==> config.mk <==
export PLATFORM = sky130hd
export DESIGN_NAME = smb_byte_slave
export DESIGN_NICKNAME = d
export VERILOG_FILES = /design/src/rtl/smb_pkg.sv /design/src/rtl/smb_sync.sv /design/src/rtl/smb_rx_shift.sv /design/src/rtl/smb_tx_shift.sv /design/src/rtl/smb_ctrl.sv /design/src/rtl/smb_byte_slave.sv
export SDC_FILE = /design/constraint.sdc
export NUM_CORES = 1
export LEC_CHECK = 0
export BUFFER_PORTS_ARGS = -buffer_cell sky130_fd_sc_hd__clkbuf_2
export CORE_MARGIN = 8
export CORE_UTILIZATION = 57
export DETAILED_ROUTE_END_ITERATION = 6
export PLACE_DENSITY = 0.87
export SKIP_CTS_REPAIR_TIMING = 1
export SLEW_MARGIN = 25
export SYNTH_ARGS = -nofsm -noshare
export SYNTH_HDL_FRONTEND = slang
export SYNTH_HIERARCHICAL = 1
export SYNTH_SLANG_ARGS = --single-unit
==> constraint.sdc <==
create_clock -name clk -period 4 [get_ports clk]
set_input_delay 0.6 -clock clk [delete_from_list [all_inputs] [get_ports clk]]
set_output_delay 0.6 -clock clk [all_outputs]
set_load 0.05 [all_outputs]
==> src/rtl/smb_pkg.sv <==
package smb_pkg;

    localparam int BYTE_W = 8;
    localparam int ADDR_W = 7;
    localparam int OFF_W  = BYTE_W - 1;
    localparam int CNT_W  = $clog2(BYTE_W + 1);

    typedef enum logic [3:0] {
        ST_IDLE,
        ST_ADDR,
        ST_ADDR_ACK,
        ST_CMD,
        ST_CMD_ACK,
        ST_DATA,
        ST_DATA_ACK,
        ST_TX,
        ST_TX_ACK,
        ST_HOLD
    } smb_state_e;

endpackage

==> src/rtl/smb_sync.sv <==
// Synchronises SCL and SDA and derives edge and bus-condition pulses.
module smb_sync #(
    parameter int STAGES = 2
) (
    input  logic clk,
    input  logic rst_n,
    input  logic scl_i,
    input  logic sda_i,
    output logic scl_lvl,
    output logic sda_lvl,
    output logic scl_rise,
    output logic scl_fall,
    output logic start_det,
    output logic stop_det
);

    logic [STAGES-1:0] scl_ff;
    logic [STAGES-1:0] sda_ff;
    logic              scl_q;
    logic              sda_q;

    always_ff @(posedge clk or negedge rst_n) begin
        if (!rst_n) begin
            scl_ff[0] <= 1'b1;
            sda_ff[0] <= 1'b1;
        end else begin
            scl_ff[0] <= scl_i;
            sda_ff[0] <= sda_i;
        end
    end

    for (genvar g = 1; g < STAGES; g++) begin : g_stage
        always_ff @(posedge clk or negedge rst_n) begin
            if (!rst_n) begin
                scl_ff[g] <= 1'b1;
                sda_ff[g] <= 1'b1;
            end else begin
                scl_ff[g] <= scl_ff[g-1];
                sda_ff[g] <= sda_ff[g-1];
            end
        end
    end

    assign scl_lvl = scl_ff[STAGES-1];
    assign sda_lvl = sda_ff[STAGES-1];

    always_ff @(posedge clk or negedge rst_n) begin
        if (!rst_n) begin
            scl_q <= 1'b1;
            sda_q <= 1'b1;
        end else begin
            scl_q <= scl_lvl;
            sda_q <= sda_lvl;
        end
    end

    assign scl_rise  = scl_lvl & ~scl_q;
    assign scl_fall  = ~scl_lvl & scl_q;
    assign start_det = scl_lvl & scl_q & sda_q & ~sda_lvl;
    assign stop_det  = scl_lvl & scl_q & ~sda_q & sda_lvl;

endmodule

==> src/rtl/smb_rx_shift.sv <==
// Receive shift register with a bit counter; clear wins over sample.
module smb_rx_shift import smb_pkg::*; (
    input  logic              clk,
    input  logic              rst_n,
    input  logic              clr,
    input  logic              sample,
    input  logic              bit_in,
    output logic [BYTE_W-1:0] byte_o,
    output logic [CNT_W-1:0]  cnt
);

    always_ff @(posedge clk or negedge rst_n) begin
        if (!rst_n) begin
            byte_o <= '0;
            cnt    <= '0;
        end else if (clr) begin
            cnt    <= '0;
        end else if (sample) begin
            byte_o <= {byte_o[BYTE_W-2:0], bit_in};
            if (cnt != CNT_W'(BYTE_W)) begin
                cnt <= cnt + 1'b1;
            end
        end
    end

endmodule

==> src/rtl/smb_tx_shift.sv <==
// Transmit shift register: parallel load, shift towards the MSB.
module smb_tx_shift import smb_pkg::*; (
    input  logic              clk,
    input  logic              rst_n,
    input  logic              load,
    input  logic              shift,
    input  logic [BYTE_W-1:0] data_in,
    output logic              msb,
    output logic              nxt
);

    logic [BYTE_W-1:0] sh_q;

    always_ff @(posedge clk or negedge rst_n) begin
        if (!rst_n) begin
            sh_q <= '1;
        end else if (load) begin
            sh_q <= data_in;
        end else if (shift) begin
            sh_q <= {sh_q[BYTE_W-2:0], 1'b1};
        end
    end

    assign msb = sh_q[BYTE_W-1];
    assign nxt = sh_q[BYTE_W-2];

endmodule

==> src/rtl/smb_ctrl.sv <==
// Transaction state machine: address match, command decode, ack and read data drive.
module smb_ctrl import smb_pkg::*; (
    input  logic              clk,
    input  logic              rst_n,
    input  logic [ADDR_W-1:0] dev_addr,
    input  logic              scl_rise,
    input  logic              scl_fall,
    input  logic              start_det,
    input  logic              stop_det,
    input  logic [BYTE_W-1:0] rx_byte,
    input  logic [CNT_W-1:0]  rx_cnt,
    input  logic              tx_msb,
    input  logic              tx_nxt,
    output logic              rx_clr,
    output logic              rx_sample,
    output logic              tx_load,
    output logic              tx_shift,
    output logic              sda_oe,
    output logic              wr_stb,
    output logic              rd_req,
    output logic [OFF_W-1:0]  reg_off,
    output logic [BYTE_W-1:0] wr_data,
    output smb_state_e        state
);

    smb_state_e        state_q, state_d;
    logic              armed_q;
    logic              is_read_q;
    logic              rd_pend_q;
    logic [BYTE_W-1:0] data_q;

    logic byte_done;
    logic addr_match;
    logic rx_rw;
    logic addr_ok;
    logic in_bits;

    assign byte_done  = (rx_cnt == CNT_W'(BYTE_W));
    assign addr_match = (rx_byte[BYTE_W-1:1] == dev_addr);
    assign rx_rw      = rx_byte[0];
    assign addr_ok    = addr_match && (!rx_rw || armed_q);
    assign in_bits    = (state_q == ST_ADDR) || (state_q == ST_CMD) ||
                        (state_q == ST_DATA) || (state_q == ST_TX);

    // Next-state decision
    always_comb begin
        state_d = state_q;
        if (stop_det) begin
            state_d = ST_IDLE;
        end else if (start_det) begin
            state_d = ST_ADDR;
        end else begin
            unique case (state_q)
                ST_IDLE:     state_d = ST_IDLE;
                ST_ADDR:     if (scl_fall && byte_done) state_d = addr_ok ? ST_ADDR_ACK : ST_HOLD;
                ST_ADDR_ACK: if (scl_fall) state_d = is_read_q ? ST_TX : ST_CMD;
                ST_CMD:      if (scl_fall && byte_done) state_d = ST_CMD_ACK;
                ST_CMD_ACK:  if (scl_fall) state_d = ST_DATA;
                ST_DATA:     if (scl_fall && byte_done) state_d = ST_DATA_ACK;
                ST_DATA_ACK: if (scl_fall) state_d = ST_HOLD;
                ST_TX:       if (scl_fall && byte_done) state_d = ST_TX_ACK;
                ST_TX_ACK:   if (scl_rise) state_d = ST_HOLD;
                ST_HOLD:     state_d = ST_HOLD;
                default:     state_d = ST_IDLE;
            endcase
        end
    end

    assign rx_clr    = start_det || (state_d != state_q);
    assign rx_sample = scl_rise && in_bits;
    assign tx_shift  = (state_q == ST_TX) && scl_fall && !byte_done && !start_det && !stop_det;
    assign tx_load   = rd_pend_q;

    // State register
    always_ff @(posedge clk or negedge rst_n) begin
        if (!rst_n) begin
            state_q <= ST_IDLE;
        end else begin
            state_q <= state_d;
        end
    end

    // Output and context registers
    always_ff @(posedge clk or negedge rst_n) begin
        if (!rst_n) begin
            sda_oe    <= 1'b0;
            wr_stb    <= 1'b0;
            rd_req    <= 1'b0;
            rd_pend_q <= 1'b0;
            armed_q   <= 1'b0;
            is_read_q <= 1'b0;
            reg_off   <= '0;
            data_q    <= '0;
            wr_data   <= '0;
        end else begin
            wr_stb    <= 1'b0;
            rd_req    <= 1'b0;
            rd_pend_q <= rd_req;
            if (stop_det) begin
                sda_oe    <= 1'b0;
                armed_q   <= 1'b0;
                is_read_q <= 1'b0;
            end else if (start_det) begin
                sda_oe    <= 1'b0;
                is_read_q <= 1'b0;
            end else begin
                unique case (state_q)
                    ST_ADDR: begin
                        if (scl_fall && byte_done && addr_ok) begin
                            sda_oe    <= 1'b1;
                            is_read_q <= rx_rw;
                            rd_req    <= rx_rw;
                        end
                    end
                    ST_ADDR_ACK: begin
                        if (scl_fall) begin
                            sda_oe <= is_read_q ? ~tx_msb : 1'b0;
                        end
                    end
                    ST_CMD: begin
                        if (scl_fall && byte_done) begin
                            sda_oe  <= 1'b1;
                            armed_q <= rx_byte[BYTE_W-1];
                            reg_off <= rx_byte[OFF_W-1:0];
                        end
                    end
                    ST_CMD_ACK: begin
                        if (scl_fall) begin
                            sda_oe <= 1'b0;
                        end
                    end
                    ST_DATA: begin
                        if (scl_fall && byte_done) begin
                            sda_oe <= 1'b1;
                            data_q <= rx_byte;
                        end
                    end
                    ST_DATA_ACK: begin
                        if (scl_fall) begin
                            sda_oe <= 1'b0;
                            if (armed_q) begin
                                wr_stb  <= 1'b1;
                                wr_data <= data_q;
                            end
                        end
                    end
                    ST_TX: begin
                        if (scl_fall) begin
                            sda_oe <= byte_done ? 1'b0 : ~tx_nxt;
                        end
                    end
                    ST_IDLE, ST_TX_ACK, ST_HOLD: begin
                        sda_oe <= 1'b0;
                    end
                    default: begin
                        sda_oe <= 1'b0;
                    end
                endcase
            end
        end
    end

    assign state = state_q;

endmodule

==> src/rtl/smb_byte_slave.sv <==
// Top: byte-access register slave on a two-wire management bus.
module smb_byte_slave import smb_pkg::*; #(
    parameter int SYNC_STAGES = 2
) (
    input  logic              clk,
    input  logic              rst_n,
    input  logic [ADDR_W-1:0] dev_addr,
    input  logic              scl_i,
    input  logic              sda_i,
    output logic              sda_oe,
    output logic [OFF_W-1:0]  reg_off,
    output logic              reg_wr_stb,
    output logic [BYTE_W-1:0] reg_wr_data,
    output logic              reg_rd_req,
    input  logic [BYTE_W-1:0] reg_rd_data
);

    logic              scl_lvl;
    logic              sda_lvl;
    logic              scl_rise;
    logic              scl_fall;
    logic              start_det;
    logic              stop_det;
    logic              rx_clr;
    logic              rx_sample;
    logic [BYTE_W-1:0] rx_byte;
    logic [CNT_W-1:0]  rx_cnt;
    logic              tx_load;
    logic              tx_shift;
    logic              tx_msb;
    logic              tx_nxt;
    smb_state_e        fsm_state;

    smb_sync #(
        .STAGES (SYNC_STAGES)
    ) u_sync (
        .clk       (clk),
        .rst_n     (rst_n),
        .scl_i     (scl_i),
        .sda_i     (sda_i),
        .scl_lvl   (scl_lvl),
        .sda_lvl   (sda_lvl),
        .scl_rise  (scl_rise),
        .scl_fall  (scl_fall),
        .start_det (start_det),
        .stop_det  (stop_det)
    );

    smb_rx_shift u_rx (
        .clk    (clk),
        .rst_n  (rst_n),
        .clr    (rx_clr),
        .sample (rx_sample),
        .bit_in (sda_lvl),
        .byte_o (rx_byte),
        .cnt    (rx_cnt)
    );

    smb_tx_shift u_tx (
        .clk     (clk),
        .rst_n   (rst_n),
        .load    (tx_load),
        .shift   (tx_shift),
        .data_in (reg_rd_data),
        .msb     (tx_msb),
        .nxt     (tx_nxt)
    );

    smb_ctrl u_ctrl (
        .clk       (clk),
        .rst_n     (rst_n),
        .dev_addr  (dev_addr),
        .scl_rise  (scl_rise),
        .scl_fall  (scl_fall),
        .start_det (start_det),
        .stop_det  (stop_det),
        .rx_byte   (rx_byte),
        .rx_cnt    (rx_cnt),
        .tx_msb    (tx_msb),
        .tx_nxt    (tx_nxt),
        .rx_clr    (rx_clr),
        .rx_sample (rx_sample),
        .tx_load   (tx_load),
        .tx_shift  (tx_shift),
        .sda_oe    (sda_oe),
        .wr_stb    (reg_wr_stb),
        .rd_req    (reg_rd_req),
        .reg_off   (reg_off),
        .wr_data   (reg_wr_data),
        .state     (fsm_state)
    );

endmodule

==> results.toml, run 1 <==
[synthesis]
basic_gate_share_of_the_synthesized_area_counting_and_or_nand_and_nor_cells = 0.147
muxShareOfSynthArea = 0.184
yosys.cell_count.top_type = "sky130_fd_sc_hd__dfrtp_1"
yosys.area.top_type = "sky130_fd_sc_hd__dfrtp_1"
syn-mean-instance-area_um2 = 12.0
netlist_top_cells_count = "45 x sky130_fd_sc_hd__dfrtp_1, 19 x sky130_fd_sc_hd__nand2_1, 16 x sky130_fd_sc_hd__mux2_1, 16 x sky130_fd_sc_hd__mux2_4, 15 x sky130_fd_sc_hd__nor2_1"
netlist-cell-type-count = 48
synth.top_cells.by_area = "sky130_fd_sc_hd__dfrtp_1 39%, sky130_fd_sc_hd__dfstp_2 13%, sky130_fd_sc_hd__mux2_4 8.3%"
netlist_area_um2 = 2880
synthesis.instances = 240
synth-xor-area-share = 0.0273
synth_area_in_adders = 0.00868
synthesis.yosys.warnings = 6
synth_flop_cell = "sky130_fd_sc_hd__dfrtp_1"
synth_top_family_by_area = "multiplexers"
synth_seq_cells = 59
synth_largest_type_area_fraction = 0.391
synth_compound_gate_area_share = 0.0812
synth.yosys.seq_area_share = 0.518
synth_edf_count = 0
synthesis.nets = 261
async_set_or_reset_register_ratio_after_synthesis = 1.00

[drt]
drt_first_pass_iters = 4
postRouteAntennaNets = 0
post_drt_via_cell_ratio = 5.55
postRouteWirelength_mm = 5.72
detailroute.via_count = 1958
drtIter0Drc = 180
drcViolationCount = 0
avgRoutedWirePerCell_um = 16.2

[global_route]
antenna_found_initial = 0
global_route.usage.met3 = 0.0453
grt.busiest_layer = "met2"
grtUsageMet1 = 0.200
grt_pass1_vias = 1985
grt_max_degree = 36
grt.met2_usage = 0.263
globalRouteTotalUtil = 0.165
grt_remaining_overflow = 0
grt_pass1_wl_mm = 9.59

[sta]
drv_slew = 0
timing_worst_slew_pin_value_ns = 0.802
setup-violations-final = 0
slew_headroom = 0.463
rsz_0062_raised_after_global_routing = "false"
min_period_ns = 3.17
post-route-period-util = 0.793
clock_skew_ns = 0.00919
clock.fmax_mhz = 315
hold_violations = 0
fin_hold_ws_ns = 0.267
fin_setup_tns_ns = 0

[clock_tree]
cts_tree = "yes"
cts-buffers-inserted = 9
clk_root_buffer_cell = "sky130_fd_sc_hd__clkbuf_8"
worstSkewPairLatency_ns = 0.34
bufs_on_longest_clock_path = 2
clock-sinks = 59
clk_transition_reported_paths_ns = 0.07
cts-htree-levels = 3

[worst_setup_path]
crit_chain = "nor4b_4, nand4_2, or3_1, o31ai_4, xnor2_1, nand4_1, nor2b_1, buf_4, mux2_4"
critPathLaunch = "u_rx/cnt[1]$_DFFE_PN0P_"
endpoint_kind = "flip-flop"
critical_path.startpoint_type = "flip-flop"
criticalPathCategory = "flip-flop to flip-flop"
critPathRequiredTime_ns = 4.22
cpMaxStageDelayCell = "sky130_fd_sc_hd__nor4b_4"
cpPeakStageDelay_ns = 0.57
r2r_setup_slack_ns = 0.83
critical_path.max_fanout = 8
reg2reg_path_depth = 9
path_delay_family = "simple AND/OR/NAND/NOR gates"
crit_arrival_ns = 3.39
crit_buf_inv = 1
r2r-end = "u_rx/byte_o[4]$_DFFE_PN0P_"
reg2reg_from = "u_rx/cnt[1]$_DFFE_PN0P_"

[cells_and_area]
combined_area_of_the_multi_input_logic_cells_um2 = 1290
num-nets-final = 299
antennaDiodeCount = 0
seq_area_um2 = 1490
drive_above_1_share = 0.325
synthToLayoutAreaGrowth_pct = 14.0
layout.filler_cells = 366

[placed_design]
dp_hpwl_mm = 4.03
numPortBuffers = 36
place_congestion = 0.929

[min_path]
min_path_type = "input port to async pin"

[floorplan]
die_area_um2 = 7590
num_io_pins = 37
coreArea_um2 = 4980
die_w_um = 87.1
fp.dieH_um = 87.1
placement_rows = 26
start_util = 0.579

[pwr]
power_density_over_the_cells_nw_per_um2 = 420
power.leakage_uw = 0.00156
vdd_ir_drop_max_mv = 0.317

[outcome]
status = "complete, no violations"

[run]
max_cap_violations = 0
cell families (layout without fill, tap and decap cells):
logic type                 count (synthesis)  count (layout)
AOI/OAI and AO/OA                         34              34
xor gates and xnor gates                   9               9
adders and majority gates                  2               2
buffers and inverters                     18              61
DFF                                       59              59
muxes                                     43              43
and+or+nand+nor                           75              75
flip-flops by register name, indices dropped and copies added (netlist names), 4 cells and up:
name / flops
u_rx/byte_o: 8
u_ctrl/reg_off: 7
u_ctrl/wr_data: 8
u_rx/cnt: 4
u_tx/sh_q: 8
u_ctrl/state: 4
u_ctrl/data_q: 8
worst max-delay path by stage:
stage,cells after the start,to
after floorplan,10,u_rx/byte_o[0]$_DFFE_PN0P_
after global placement,10,u_rx/byte_o[5]$_DFFE_PN0P_
after detailed placement,9,u_rx/byte_o[4]$_DFFE_PN0P_
after CTS,9,u_rx/byte_o[4]$_DFFE_PN0P_
after global routing,9,u_rx/byte_o[5]$_DFFE_PN0P_
final,9,u_rx/byte_o[4]$_DFFE_PN0P_
cells in the final DEF (no fill, tap or decap), types with 2 or more instances in the layout:
| cell | netlist | layout |
|---|---|---|
| sky130_fd_sc_hd__a211o_1 | 2 | 2 |
| sky130_fd_sc_hd__a21oi_1 | 7 | 7 |
| sky130_fd_sc_hd__a31oi_1 | 2 | 2 |
| sky130_fd_sc_hd__and3_1 | 3 | 3 |
| sky130_fd_sc_hd__and4b_1 | 2 | 2 |
| sky130_fd_sc_hd__buf_4 | 1 | 3 |
| sky130_fd_sc_hd__clkbuf_2 | 0 | 36 |
| sky130_fd_sc_hd__clkbuf_8 | 0 | 11 |
| sky130_fd_sc_hd__clkinvlp_4 | 0 | 3 |
| sky130_fd_sc_hd__dfrtp_1 | 45 | 45 |
| sky130_fd_sc_hd__dfstp_2 | 14 | 14 |
| sky130_fd_sc_hd__ha_1 | 2 | 2 |
| sky130_fd_sc_hd__inv_1 | 5 | 5 |
| sky130_fd_sc_hd__mux2_1 | 16 | 16 |
| sky130_fd_sc_hd__mux2_4 | 16 | 16 |
| sky130_fd_sc_hd__mux2i_1 | 11 | 11 |
| sky130_fd_sc_hd__nand2_1 | 19 | 19 |
| sky130_fd_sc_hd__nand2b_1 | 4 | 4 |
| sky130_fd_sc_hd__nand3_1 | 2 | 2 |
| sky130_fd_sc_hd__nand4_1 | 6 | 6 |
| sky130_fd_sc_hd__nor2_1 | 15 | 15 |
| sky130_fd_sc_hd__nor2b_1 | 4 | 4 |
| sky130_fd_sc_hd__nor3_1 | 4 | 4 |
| sky130_fd_sc_hd__nor4_1 | 4 | 4 |
| sky130_fd_sc_hd__o21ai_0 | 5 | 5 |
| sky130_fd_sc_hd__o21ai_1 | 7 | 7 |
| sky130_fd_sc_hd__or3_1 | 4 | 4 |
| sky130_fd_sc_hd__or4_1 | 2 | 2 |
| sky130_fd_sc_hd__xnor2_1 | 3 | 3 |
| sky130_fd_sc_hd__xor2_1 | 6 | 6 |
power breakdown:
group / internal [uW] / total (uW) / switching, uW
sequential: 637 / 708 / 71.1
clock: 259 / 499 / 240
combinational: 90.7 / 175 / 83.9
total: 987 / 1380 / 395
stage by stage:
step,utilization,total power (uW),std cells,instance area (um^2),setup slack [ns]
after global placement,0.623,882,337,3100,1.01
after floorplan,-,827,240,2880,1.23
after CTS,0.660,1390,353,3290,0.853
after global routing,0.660,1450,353,3290,0.652
after detailed placement,0.623,892,337,3100,0.910
final,0.660,1380,353,3290,0.830
final cells by class:
| type | instances | share of cell area |
|---|---|---|
| sequential | 59 | 0.455 |
| timing repair buffer | 39 | 0.0617 |
| clock inverter | 5 | 0.0110 |
| tap | 70 | 0.0266 |
| inverter | 6 | 0.00685 |
| clock buffer | 11 | 0.0461 |
| multi-input combinational | 163 | 0.393 |
worst register-to-register path, stage by stage, from the launching register on:
cell                      delay [ns]
sky130_fd_sc_hd__dfrtp_1        0.46
sky130_fd_sc_hd__nor4b_4        0.57
sky130_fd_sc_hd__nand4_2        0.21
sky130_fd_sc_hd__or3_1          0.41
sky130_fd_sc_hd__o31ai_4        0.21
sky130_fd_sc_hd__xnor2_1        0.16
sky130_fd_sc_hd__nand4_1        0.29
sky130_fd_sc_hd__nor2b_1        0.20
sky130_fd_sc_hd__buf_4          0.21
sky130_fd_sc_hd__mux2_4         0.32
metal layers:
layer  share of wire  up-vias  wire length, um
li1                -      940                -
met1            0.44      939             2500
met2            0.49       72             2780
met3           0.061        7              348
met4           0.014        0               82
met5               0        -                0
Note: power is estimated with default switching activity, not from simulation.
==> run 2, diff against run 1 <==
- clock period: 4 -> 3.24 ns (I/O delays scaled with it)
==> run 2 against run 1 <==
Sequential power increased by 23%. Clock power rose by 48%. Sequential share of layout area shrank 1.0 points. Maximum frequency increased by 11%. Via count is 5.8% higher. Critical endpoint is now u_rx/byte_o[3]$_DFFE_PN0P_. First-iteration DRC count increased by 52%. Non-clock buffer count increased by 5. Clock skew fell by 0.0031 ns. Count of clock-buffer cells in the layout fell by 2. Cell area rose by 2.2%. Routed wire length increased by 4.5%. Largest cell class unchanged. Register-to-register slack worse by 0.44 ns. Largest power group unchanged.
==> results.toml, run 2 (synthesized netlist as in run 1, its figures left out) <==
[global_route]
globalRouteTotalUtil = 0.175
grt.busiest_layer = "met2"
antenna_found_initial = 0
grt_pass1_vias = 2101
grt_remaining_overflow = 0
grt.met2_usage = 0.282
global_route.usage.met3 = 0.0632
grtUsageMet1 = 0.198
grt_max_degree = 44
grt_pass1_wl_mm = 9.98

[worst_setup_path]
r2r-end = "u_rx/byte_o[3]$_DFFE_PN0P_"
critical_path.startpoint_type = "flip-flop"
r2r_setup_slack_ns = 0.39
crit_arrival_ns = 3.07
crit_chain = "or4_1, o211ai_2, a211o_1, o31ai_4, xnor2_1, nand4_1, nor2b_1, buf_4, mux2_4"
cpPeakStageDelay_ns = 0.63
cp-endpoint = "u_rx/byte_o[3]$_DFFE_PN0P_"
critPathLaunch = "u_ctrl/state[2]$_DFF_PN0_"
criticalPathCategory = "flip-flop to flip-flop"
critPathRequiredTime_ns = 3.46
endpoint_kind = "flip-flop"
reg2reg_from = "u_ctrl/state[2]$_DFF_PN0_"
cpMaxStageDelayCell = "sky130_fd_sc_hd__or4_1"
reg2reg_path_depth = 9
critical_path.max_fanout = 17

[pwr]
power.leakage_uw = 0.00161
power_density_over_the_cells_nw_per_um2 = 549
vdd_ir_drop_max_mv = 0.515

[drt]
detailroute.via_count = 2071
postRouteWirelength_mm = 5.97
drcViolationCount = 0
drt_first_pass_iters = 6
post_drt_via_cell_ratio = 5.78
drtIter0Drc = 274
postRouteAntennaNets = 0
avgRoutedWirePerCell_um = 16.7

[clock_tree]
clk_transition_reported_paths_ns = 0.07
worstSkewPairLatency_ns = 0.34
clk_root_buffer_cell = "sky130_fd_sc_hd__clkbuf_8"
cts-htree-levels = 3
bufs_on_longest_clock_path = 2
clock-sinks = 59
cts_tree = "yes"
cts-buffers-inserted = 9

[cells_and_area]
layout_common_cells = "45 x sky130_fd_sc_hd__dfrtp_1, 35 x sky130_fd_sc_hd__clkbuf_2, 19 x sky130_fd_sc_hd__nand2_1"
synthToLayoutAreaGrowth_pct = 16.6
postLayoutCoreUtil = 0.675
layout_commonest_cell = "sky130_fd_sc_hd__dfrtp_1"
num-nets-final = 304
drive_above_1_share = 0.337
antennaDiodeCount = 0

[placed_design]
dp_hpwl_mm = 4.15
numPortBuffers = 36
place_congestion = 1.00

[sta]
setup-violations-final = 0
hold_violations = 0
fin_setup_tns_ns = 0
drv_slew = 0
min_period_ns = 2.85
timing_worst_slew_pin_value_ns = 0.895
post-route-period-util = 0.881
rsz_0062_raised_after_global_routing = "false"
clock_skew_ns = 0.00610
slew_headroom = 0.404
clock.fmax_mhz = 350

[floorplan]
die_w_um = 87.1
placement_rows = 26
die_area_um2 = 7590
fp.dieH_um = 87.1
start_util = 0.579
coreArea_um2 = 4980
num_io_pins = 37

[min_path]
min_from = "scl_i"
min_path_type = "input port to flip-flop"

[outcome]
status = "complete, no violations"

[run]
max_cap_violations = 0
-- run 2: final cells by class --
| class | count | area, um^2 |
|---|---|---|
| sequential | 59 | 1490 |
| clock buffer | 9 | 124 |
| timing repair buffer | 44 | 240 |
| clock inverter | 7 | 100 |
| multi-input combinational | 163 | 1290 |
| tap | 70 | 87.6 |
| fill | 355 | 1620 |
| inverter | 6 | 22.5 |
-- run 2: metrics by stage --
step / total power (uW) / hold WS (ns) / setup WS, ns / cell area [um^2] / cells
3_3_place_gp: 1100 / 0.346 / 0.584 / 3140 / 342
6_report: 1840 / 0.227 / 0.387 / 3360 / 358
4_1_cts: 1860 / 0.207 / 0.438 / 3360 / 358
2_1_floorplan: 1020 / 0.190 / 0.472 / 2880 / 240
3_5_place_dp: 1110 / 0.347 / 0.476 / 3140 / 342
5_1_grt: 1930 / 0.198 / 0.237 / 3360 / 358
-- run 2: how the worst min path moves through the flow --
stage	to	cells after the start	slack, ns
finish	u_sync/scl_ff[0]$_DFF_PN1_	1	0.23
global route	u_sync/scl_ff[0]$_DFF_PN1_	1	0.20
CTS	u_sync/scl_ff[0]$_DFF_PN1_	1	0.21
floorplan	u_ctrl/armed_q$_DFFE_PN0P_	0	0.19
detailed placement	u_sync/sda_lvl$_DFF_PN1_	0	0.35
global placement	u_sync/scl_lvl$_DFF_PN1_	0	0.35
-- run 2: layer usage --
layer,share of wire,up-vias
met4,0.024,0
met2,0.50,122
met5,0,-
met1,0.39,978
met3,0.083,21
li1,-,950
-- run 2: power breakdown --
| part | total, uW | leakage [uW] | switching, uW | internal, uW |
|---|---|---|---|---|
| logic | 237 | 0.000729 | 117 | 120 |
| registers | 868 | 0.000766 | 81.5 | 786 |
| clock network | 739 | 0.000114 | 301 | 437 |
| total | 1840 | 0.00161 | 500 | 1340 |
-- run 2: worst max-delay path, delay by kind of cell, from the launching register on --
kind | cells | cell delay, ns
AOI/OAI and AO/OA | 3 | 0.48
xor gates and xnor gates | 1 | 0.17
buffers and inverters | 1 | 0.22
DFF | 1 | 0.58
muxes | 1 | 0.32
and+or+nand+nor | 3 | 0.95
